$ cat config.mk
export PLATFORM = sky130hd
export DESIGN_NAME = sgl_walker
export DESIGN_NICKNAME = d
export VERILOG_FILES = /design/src/rtl/sgl_pkg.sv /design/src/rtl/sgl_desc_decode.sv /design/src/rtl/sgl_entry_counter.sv /design/src/rtl/sgl_walk_fsm.sv /design/src/rtl/sgl_walker.sv
export SDC_FILE = /design/constraint.sdc
export NUM_CORES = 1
export LEC_CHECK = 0
export ABC_AREA = 1
export BUFFER_PORTS_ARGS = -buffer_cell sky130_fd_sc_hd__buf_2
export CAP_MARGIN = 5
export CORE_ASPECT_RATIO = 1.1
export CORE_MARGIN = 2
export CORE_UTILIZATION = 40
export DETAILED_ROUTE_END_ITERATION = 16
export GPL_TIMING_DRIVEN = 0
export MAX_ROUTING_LAYER = met4
export SYNTH_ARGS = -nofsm -noshare
export SYNTH_HDL_FRONTEND = slang
export SYNTH_SLANG_ARGS = --single-unit
$ cat constraint.sdc
create_clock -name clk_i -period 2.5 [get_ports clk_i]
set_clock_uncertainty 0.1 [all_clocks]
set_input_delay 0.375 -clock clk_i [delete_from_list [all_inputs] [get_ports clk_i]]
set_output_delay 0.375 -clock clk_i [all_outputs]
set_load 0.1 [all_outputs]
$ cat src/rtl/sgl_pkg.sv
// Package: shared constants and types for the descriptor list walker.
// Assumes 32-bit descriptor words and byte addressing.
package sgl_pkg;

    localparam int WORD_W      = 32;
    localparam int SEG_LEN_W   = 28;
    localparam int SEG_ADDR_W  = 31;
    localparam int FINAL_BIT   = 31;
    localparam int ENTRY_BYTES = 8;
    localparam int WORD_BYTES  = 4;

    typedef enum logic [2:0] {
        WS_IDLE,
        WS_ASK_LEN,
        WS_GET_LEN,
        WS_ASK_ADR,
        WS_GET_ADR,
        WS_OFFER
    } walk_state_e;

    typedef struct packed {
        logic                  is_final;
        logic [SEG_LEN_W-1:0]  len;
        logic [SEG_ADDR_W-1:0] addr;
    } segment_t;

endpackage

$ cat src/rtl/sgl_desc_decode.sv
// Module: sgl_desc_decode
// Splits the two raw descriptor words into the segment fields.
// Assumes the words are already held stable by the caller.
module sgl_desc_decode
    import sgl_pkg::*;
(
    input  logic [WORD_W-1:0] len_word_i,
    input  logic [WORD_W-1:0] adr_word_i,
    output segment_t          seg_o
);

    logic [3:0] unused_bits;

    // Field extraction with the reserved bits dropped.
    always_comb begin
        seg_o.is_final = len_word_i[FINAL_BIT];
        seg_o.len      = len_word_i[SEG_LEN_W-1:0];
        seg_o.addr     = adr_word_i[SEG_ADDR_W-1:0];
    end

    assign unused_bits = {len_word_i[FINAL_BIT-1:SEG_LEN_W], adr_word_i[WORD_W-1]};

endmodule

$ cat src/rtl/sgl_entry_counter.sv
// Module: sgl_entry_counter
// Counts accepted non-final entries of the current walk and flags when
// the entry now on offer is the last one the limit allows.
// Assumes clear and increment are never high together.
module sgl_entry_counter #(
    parameter int MAX_ENTRIES = 256
) (
    input  logic clk_i,
    input  logic rst_ni,
    input  logic clr_i,
    input  logic inc_i,
    output logic at_limit_o
);

    localparam int CNT_W = $clog2(MAX_ENTRIES + 1);
    localparam logic [CNT_W-1:0] LIMIT_IDX = CNT_W'(MAX_ENTRIES - 1);

    logic [CNT_W-1:0] cnt_q;

    // Entry count register, zeroed by reset or a new walk.
    always_ff @(posedge clk_i) begin
        if (!rst_ni || clr_i) begin
            cnt_q <= '0;
        end else if (inc_i) begin
            cnt_q <= cnt_q + CNT_W'(1);
        end
    end

    assign at_limit_o = (cnt_q == LIMIT_IDX);

endmodule

$ cat src/rtl/sgl_walk_fsm.sv
// Module: sgl_walk_fsm
// Sequences the reads of each descriptor (length word, then address word),
// holds the raw words, offers the segment and decides between next entry,
// done and error. Assumes one response per accepted request.
module sgl_walk_fsm
    import sgl_pkg::*;
#(
    parameter int ADDR_W = 32
) (
    input  logic              clk_i,
    input  logic              rst_ni,
    input  logic              start_i,
    input  logic [ADDR_W-1:0] base_addr_i,
    output logic              mem_req_valid_o,
    input  logic              mem_req_ready_i,
    output logic [ADDR_W-1:0] mem_req_addr_o,
    input  logic              mem_rsp_valid_i,
    input  logic [WORD_W-1:0] mem_rsp_data_i,
    output logic [WORD_W-1:0] len_word_o,
    output logic [WORD_W-1:0] adr_word_o,
    output logic              seg_valid_o,
    input  logic              seg_ready_i,
    input  logic              seg_final_i,
    input  logic              at_limit_i,
    output logic              cnt_clr_o,
    output logic              cnt_inc_o,
    output logic              done_o,
    output logic              error_o
);

    localparam logic [ADDR_W-1:0] STEP_WORD  = ADDR_W'(WORD_BYTES);
    localparam logic [ADDR_W-1:0] STEP_ENTRY = ADDR_W'(ENTRY_BYTES);

    walk_state_e       state_q, state_d;
    logic [ADDR_W-1:0] ptr_q;
    logic [WORD_W-1:0] len_word_q, adr_word_q;
    logic              done_q, error_q;
    logic              take_start, seg_taken;

    assign take_start = (state_q == WS_IDLE) && start_i;
    assign seg_taken  = (state_q == WS_OFFER) && seg_ready_i;

    // Next-state selection for the walk sequence.
    always_comb begin
        state_d = state_q;
        unique case (state_q)
            WS_IDLE:    if (start_i)         state_d = WS_ASK_LEN;
            WS_ASK_LEN: if (mem_req_ready_i) state_d = WS_GET_LEN;
            WS_GET_LEN: if (mem_rsp_valid_i) state_d = WS_ASK_ADR;
            WS_ASK_ADR: if (mem_req_ready_i) state_d = WS_GET_ADR;
            WS_GET_ADR: if (mem_rsp_valid_i) state_d = WS_OFFER;
            WS_OFFER: begin
                if (seg_ready_i) begin
                    if (seg_final_i || at_limit_i) state_d = WS_IDLE;
                    else                           state_d = WS_ASK_LEN;
                end
            end
            default:                         state_d = WS_IDLE;
        endcase
    end

    // State register.
    always_ff @(posedge clk_i) begin
        if (!rst_ni) state_q <= WS_IDLE;
        else         state_q <= state_d;
    end

    // Descriptor pointer: loaded on start, stepped past each non-final entry.
    always_ff @(posedge clk_i) begin
        if (!rst_ni) begin
            ptr_q <= '0;
        end else if (take_start) begin
            ptr_q <= base_addr_i;
        end else if (seg_taken && !seg_final_i && !at_limit_i) begin
            ptr_q <= ptr_q + STEP_ENTRY;
        end
    end

    // Capture of the two descriptor words as their responses arrive.
    always_ff @(posedge clk_i) begin
        if (!rst_ni) begin
            len_word_q <= '0;
            adr_word_q <= '0;
        end else begin
            if (state_q == WS_GET_LEN && mem_rsp_valid_i) len_word_q <= mem_rsp_data_i;
            if (state_q == WS_GET_ADR && mem_rsp_valid_i) adr_word_q <= mem_rsp_data_i;
        end
    end

    // One-cycle completion pulses, raised after the closing handshake.
    always_ff @(posedge clk_i) begin
        if (!rst_ni) begin
            done_q  <= 1'b0;
            error_q <= 1'b0;
        end else begin
            done_q  <= seg_taken && seg_final_i;
            error_q <= seg_taken && !seg_final_i && at_limit_i;
        end
    end

    assign mem_req_valid_o = (state_q == WS_ASK_LEN) || (state_q == WS_ASK_ADR);
    assign mem_req_addr_o  = (state_q == WS_ASK_ADR) ? (ptr_q + STEP_WORD) : ptr_q;
    assign seg_valid_o     = (state_q == WS_OFFER);
    assign len_word_o      = len_word_q;
    assign adr_word_o      = adr_word_q;
    assign cnt_clr_o       = take_start;
    assign cnt_inc_o       = seg_taken && !seg_final_i;
    assign done_o          = done_q;
    assign error_o         = error_q;

endmodule

$ cat src/rtl/sgl_walker.sv
// Module: sgl_walker (top)
// Walks a scatter-gather descriptor list in memory and emits one segment
// per entry. Assumes an in-order memory that answers each accepted read
// exactly once; the consumer discards all segments of a walk ending in error.
module sgl_walker
    import sgl_pkg::*;
#(
    parameter int ADDR_W      = 32,
    parameter int MAX_ENTRIES = 256
) (
    input  logic                  clk_i,
    input  logic                  rst_ni,
    input  logic                  start_i,
    input  logic [ADDR_W-1:0]     base_addr_i,
    output logic                  mem_req_valid_o,
    input  logic                  mem_req_ready_i,
    output logic [ADDR_W-1:0]     mem_req_addr_o,
    input  logic                  mem_rsp_valid_i,
    input  logic [WORD_W-1:0]     mem_rsp_data_i,
    output logic                  seg_valid_o,
    input  logic                  seg_ready_i,
    output logic [SEG_ADDR_W-1:0] seg_addr_o,
    output logic [SEG_LEN_W-1:0]  seg_len_o,
    output logic                  seg_last_o,
    output logic                  done_o,
    output logic                  error_o
);

    logic [WORD_W-1:0] len_word, adr_word;
    segment_t          seg;
    logic              at_limit, cnt_clr, cnt_inc;

    sgl_walk_fsm #(
        .ADDR_W(ADDR_W)
    ) fsm_i (
        .clk_i           (clk_i),
        .rst_ni          (rst_ni),
        .start_i         (start_i),
        .base_addr_i     (base_addr_i),
        .mem_req_valid_o (mem_req_valid_o),
        .mem_req_ready_i (mem_req_ready_i),
        .mem_req_addr_o  (mem_req_addr_o),
        .mem_rsp_valid_i (mem_rsp_valid_i),
        .mem_rsp_data_i  (mem_rsp_data_i),
        .len_word_o      (len_word),
        .adr_word_o      (adr_word),
        .seg_valid_o     (seg_valid_o),
        .seg_ready_i     (seg_ready_i),
        .seg_final_i     (seg.is_final),
        .at_limit_i      (at_limit),
        .cnt_clr_o       (cnt_clr),
        .cnt_inc_o       (cnt_inc),
        .done_o          (done_o),
        .error_o         (error_o)
    );

    sgl_desc_decode decode_i (
        .len_word_i (len_word),
        .adr_word_i (adr_word),
        .seg_o      (seg)
    );

    sgl_entry_counter #(
        .MAX_ENTRIES(MAX_ENTRIES)
    ) count_i (
        .clk_i      (clk_i),
        .rst_ni     (rst_ni),
        .clr_i      (cnt_clr),
        .inc_i      (cnt_inc),
        .at_limit_o (at_limit)
    );

    assign seg_addr_o = seg.addr;
    assign seg_len_o  = seg.len;
    assign seg_last_o = seg.is_final;

endmodule

# ---- After elaboration in Yosys (flattened, before gate mapping)
# Index checks and enable logic that the tools add are counted.
dict set report totals {
  regBits 109
  output_inout_bits 96
  wordCells 50
  inputBits 70
}
dict set report classes {
  addsub 3
  reduce_logical 17
  muxes 11
  eq_ne 12
}
# op n
set ops {}
lappend ops {{two-way mux 32 bit} 3}
lappend ops {{adder 32 x 3 -> 32 bit (second input constant)} 1}
lappend ops {{adder 32 x 4 -> 32 bit (second input constant)} 1}
lappend ops {{two-way mux 3 bit} 6}
lappend ops {{one-hot mux 3 bit (6 select lines)} 1}
lappend ops {{inequality test 2 bit (second input constant)} 5}
lappend ops {{adder 9 x 1 -> 9 bit (second input constant)} 1}
lappend ops {{== test 9 x 8 -> 1 bit (second input constant)} 1}
lappend ops {{logical AND 1 bit} 8}
lappend ops {{== test 3 x 2 -> 1 bit (second input constant)} 2}
lappend ops {{== test 3 bit (second input constant)} 2}
lappend ops {{AND reduction 6 bit} 1}
lappend ops {{== test 3 x 1 -> 1 bit (second input constant)} 1}
lappend ops {{zero test 1 bit} 3}
lappend ops {{zero test 3 bit} 1}
lappend ops {{logical OR 1 bit} 3}
lappend ops {{inequality test 2 x 1 -> 1 bit (second input constant)} 1}
lappend ops {{nonzero test 2 bit} 1}
lappend ops {{two-way mux 1 bit} 1}

# ---- Depth between registers and ports, before layout
dict set report depth {
  depth_word 6
  ltp_mapped 12
  mapped_depth_nobuf 12
}

# ---- Cells and area by module
# A second synthesis with hierarchy kept.
dict set report hier_totals {
  cells_unflattened 907
  hier_area_um2 6120.9
}
# mod instances seq_area_each_um2 cells_per_inst area_each_um2
set by_module_without_submodules {}
lappend by_module_without_submodules {sgl_walk_fsm 1 2021.9 785 5226.3}
lappend by_module_without_submodules {sgl_desc_decode 1 0.0 60 450.4}
lappend by_module_without_submodules {sgl_entry_counter 1 180.2 62 444.2}

# ---- Worst setup path after synthesis
# Ideal clock, no wire load.
dict set report synth_path {
  path_type {reg2out}
  from {register fsm_i.state_q[2]}
  to {output port mem_req_addr_o[13]}
  required_time_ps 2025
  stages_incl_launch_ff 6
  slack_ps -907
  path_buffers 1
  arrival_ps 2932
  cell_sequence {dfxtp_1 > nor2_4 > inv_1 > nor2_1 > clkbuf_1 > o21ai_0}
}
dict set report synth_via {
  elab_chain_len 2
}
# element line_no
set synth_rtl {}
lappend synth_rtl {{start: declaration} sgl_walk_fsm.sv:34} ;# walk_state_e state_q, state_d;
lappend synth_rtl {{start signal: assignment} sgl_walk_fsm.sv:65} ;# else state_q <= state_d;
lappend synth_rtl {{== test 3 x 2 -> 1 bit} sgl_walk_fsm.sv:102} ;# assign mem_req_addr_o = (state_q == WS_ASK_ADR) ? (ptr_q + STEP_WORD) : ptr_q;
lappend synth_rtl {{two-way mux 32 bit} sgl_walk_fsm.sv:102}
lappend synth_rtl {{end: declaration} sgl_walker.sv:17} ;# output logic [ADDR_W-1:0] mem_req_addr_o,
# No other way between the ends.

# ---- Worst setup path in the final report
dict set report layout_path {
  from {register fsm_i.ptr_q[3]}
  to {output port mem_req_addr_o[11]}
}
dict set report layout_via {
  elab_chain_len 2
}
# element line_no
set layout_rtl {}
lappend layout_rtl {{start: declaration} sgl_walk_fsm.sv:35} ;# logic [ADDR_W-1:0] ptr_q;
lappend layout_rtl {{start signal: assignment} sgl_walk_fsm.sv:73} ;# ptr_q <= base_addr_i;
lappend layout_rtl {{start signal: assignment} sgl_walk_fsm.sv:75} ;# ptr_q <= ptr_q + STEP_ENTRY;
lappend layout_rtl {{adder 32 x 3 -> 32 bit} sgl_walk_fsm.sv:102}
lappend layout_rtl {{two-way mux 32 bit} sgl_walk_fsm.sv:102}
# No other way between the ends.

==> qor.csv <==
stage;metric;value;unit
sta;Final Setup Violations;0;
routing;First DRT Iteration DRCs;288;
layout;Post-layout nets;1070;
layout;fill count;1293;
pwr;switching part of the total;53.2;%
logic_synthesis;Post-Synth XOR/XNOR Area;4.56;%
logic_synthesis;Synth Flop Type;dfxtp_1;
logic_synthesis;main combinational cell family by area after synthesis;simple AND/OR/NAND/NOR gates;
sta;Least-Margin Pin Slew;0.740;ns
routing;metal1 wirelength;7.74;mm
setup_path;crit path from;fsm_i.ptr_q[3];
logic_synthesis;Synth Instances;805;
cts;CTS Root Cell;clkbuf_16;
setup_path;CP bufs+invs;2;
cts;clk slew on worst S/H paths;0.08;ns
grt;pin count of the biggest net entering global routing;20;
setup_path;Crit path arrival time;1.99;ns
logic_synthesis;Synth Warn #;0;
sta;final count of hold timing violations;0;
sta;f_max;0.406;GHz
layout;fin area;7580;sq um
routing;vias post-DR;5790;
logic_synthesis;syn nets;879;
die;Core ar.;13200;sq um
pwr;Power Density;1040;nW/um^2
setup_path;critical path, cell by cell;ha_4 -> nand2_4 -> nor2_4 -> nand2_4 -> nor3_4 -> buf_4 -> xor2_2 -> buf_6;
placement;area of placed instances;6620;sq um
logic_synthesis;Synth Area in Compound Gates;14.4;%
layout;Final Util;57.6;%
logic_synthesis;post-synthesis adder-cell area fraction;0.931;%
logic_synthesis;sequential share of the synthesized area;39.5;%
routing;vias per std cell;4.98;
setup_path;RR Startpoint;count_i.cnt_q[0];
logic_synthesis;FFs w/ async S/R, synth;0;%
run_status;outcome;complete, no violations;
grt;vias in the first global route;5475;
routing;overall routed net length;17.6;mm
pwr;sw power;4.19;mW
logic_synthesis;synthesized area per cell;6.68;sq um
logic_synthesis;Post-synth EDFFs;0;
logic_synthesis;Netlist cell types;31;
routing;drt wl/cell;15.1;um
placement;hpwl dp;13.2;mm
placement;RD Place Congestion;0.954;
pwr;leakage power;3.33;nW
pwr;Clock power frac;18.2;%
logic_synthesis;mux contribution to synthesized area;0;%
sta;post-route minimum period;2.47;ns
min_path;worst hold path class;primary input to flip-flop;
setup_path;crit path kind;flip-flop to output pin;
setup_path;crit-path max FO;4;
layout;share of cells above drive strength 1;31.9;%
routing;Final ANT Viol Nets;0;
routing;length of routed met3 wiring;1.29;mm
pwr;Logic pwr share;53.0;%
grt;initial antenna violation count;0;
routing;# DRC;0;
cts;CTS H-tree lvls;3;
pwr;power share of the sequential group;28.9;%
routing;uppermost layer routed;met4;
setup_path;cell mode on critical path;nand2_4;
setup_path;Worst Path Required;2.03;ns
grt;GR Overflow Total;0;
grt;Total GRT Usage;25.3;%
setup_path;R2R setup slack;0.29;ns
sta;relative slew slack;50.7;%
placement;IO buf count;163;
grt;first-pass GRT wire length;27.7;mm
cts;worst skew pair latency;0.37;ns
setup_path;Setup crit end kind;output pin;
routing;met2 WL post-DR;8.24;mm
setup_path;Critical-path top delay cell;dfxtp_4;
setup_path;CP startpoint kind;flip-flop;
cts;TritonCTS clock tree;built;
pwr;Internal Power;3.69;mW
setup_path;slowest cell delay on critical path;0.39;ns
sta;final setup TNS;0;ns
logic_synthesis;post-synthesis simple-gate area fraction;32.3;%
routing;TritonRoute pass-1 iters;5;
die;# IOs;166;
die;Die Width;115;um
die;die area;14400;sq um
setup_path;CP top delay family;simple AND/OR/NAND/NOR gates;
die;height of the die;126;um
pwr;Final Total Pwr;7.88;mW
die;Core Rows;44;
cts;clock buffer depth;2;
min_path;Hold Startpoint;mem_rsp_data_i[22];
sta;RSZ-0062 raised after global routing;yes;
logic_synthesis;FF+latch count, synth;106;
sta;final period utilization;98.6;%
die;Initial Util;40.9;%
logic_synthesis;Synth Cell Area;5380;sq um
cts;cts bufs inserted;9;
run;max-capacitance violation count;0;
layout;Area growth syn-to-layout;41.1;%
sta;Slew Viols, Final;0;
pwr;VDD IR max;0.744;mV
cts;total clock sinks;106;
registers in the layout, indices dropped and copies added, names as in the netlist:
| signal | flops |
|---|---|
| fsm_i.len_word_o | 29 |
| count_i.cnt_q | 9 |
| fsm_i.done_o | 1 |
| fsm_i.ptr_q | 32 |
| fsm_i.state_q | 3 |
| fsm_i.adr_word_o | 31 |
| fsm_i.error_o | 1 |
final timing paths:
| path | endpoint | cells past startpoint |
|---|---|---|
| max | mem_req_addr_o[11] | 8 |
| min | fsm_i.len_word_o[22] | 3 |
| max reg2reg | fsm_i.ptr_q[28] | 11 |
| min reg2reg | fsm_i.adr_word_o[8] | 2 |
synth_stat cells (2+ instances only):
master    number  area (sq um)
o21ai_0       73           365
buf_6          2          22.5
nor2_2         2          12.5
nor2_4         4          45.0
xor2_1        26           228
xnor2_1        2          17.5
a31oi_1        5          31.3
nand4_1        5          31.3
nand2_4        2          22.5
nand3_2        2          20.0
buf_4          3          22.5
dfxtp_1      106          2120
inv_1         64           240
a21oi_1       66           330
o211ai_1       2          15.0
nor2_1       131           492
nor3_1        10          50.1
ha_1           4          50.1
or2_2          3          18.8
buf_2          9          45.0
nand2_1      181           679
a211oi_2       2          25.0
clkbuf_1      22          82.6
nand3_1       72           360
area by class of cell:
cell class	instances	area (sq um)	share of cell area, %
well taps	161	201	2.66
clock inverters	6	55.1	0.726
plain buffers	38	205	2.71
diodes	1	2.50	0.0330
flip-flops and latches	106	2170	28.6
inverters	67	256	3.38
multi-input cells	594	3280	43.2
repair buffers	180	1190	15.7
clock buffers	10	229	3.02
what timing repair did:
action	4_1_cts	5_1_grt
cloned	0	0
pin swaps	15	12
buffers inserted	12	5
hold buffers	0	0
hold endpoints to repair	0	0
setup endpoints to repair	26	24
resized for setup	125	47
logic make-up (layout without fill, tap and decap cells):
kind of cell,count (synthesis),count (layout)
compound gates,149,149
xor+xnor,28,28
fa+ha+maj,4,4
buf+inv,105,301
flops,106,106
other cells,0,1
simple gates,413,413
power groups by stage:
stage	logic, mW	clock network [mW]	registers [mW]
finish	4.18	1.43	2.27
global route	4.44	1.52	2.31
CTS	4.12	1.44	2.26
detailed placement	3.89	0	2.25
global placement	3.88	0	2.26
floorplan	2.31	0	3.09
worst reg2reg max path: cells and delay by family (launching register included):
family | cells | cell delay, ns
simple gates | 5 | 0.67
flops | 1 | 0.38
fa+ha+maj | 2 | 0.46
compound gates | 1 | 0.14
buf+inv | 3 | 0.40
routing by layer:
layer	vias to the layer above	GRT usage, %
li1	2980	-
met4	0	8.32
met1	2613	32.5
met3	21	5.53
met5	-	-
met2	176	39.5
layout by cell type (no fill, tap or decap), drive strengths merged, types with 3 or more instances in the layout:
cell type / Yosys / routed
clkbuf: 23 / 34
or2: 3 / 3
inv: 66 / 70
xor2: 26 / 26
clkinv: 1 / 3
o21ai: 73 / 73
nand2: 184 / 184
dfxtp: 106 / 106
nand3: 74 / 74
a31oi: 5 / 5
nor2: 137 / 137
buf: 15 / 194
a21oi: 66 / 66
nand4: 5 / 5
nor3: 10 / 10
ha: 4 / 4
per-stage QoR:
step | worst slack (ns) | cells | hold WS, ns
final | 0.0345 | 1163 | 0.149
after detailed placement | -0.737 | 1129 | 0.351
after global placement | -0.732 | 1129 | 0.346
after global routing | -0.0429 | 1162 | 0.161
after CTS | -0.0339 | 1157 | 0.146
after floorplan | -0.280 | 805 | 0.337
(Power assumes the default switching activity.)
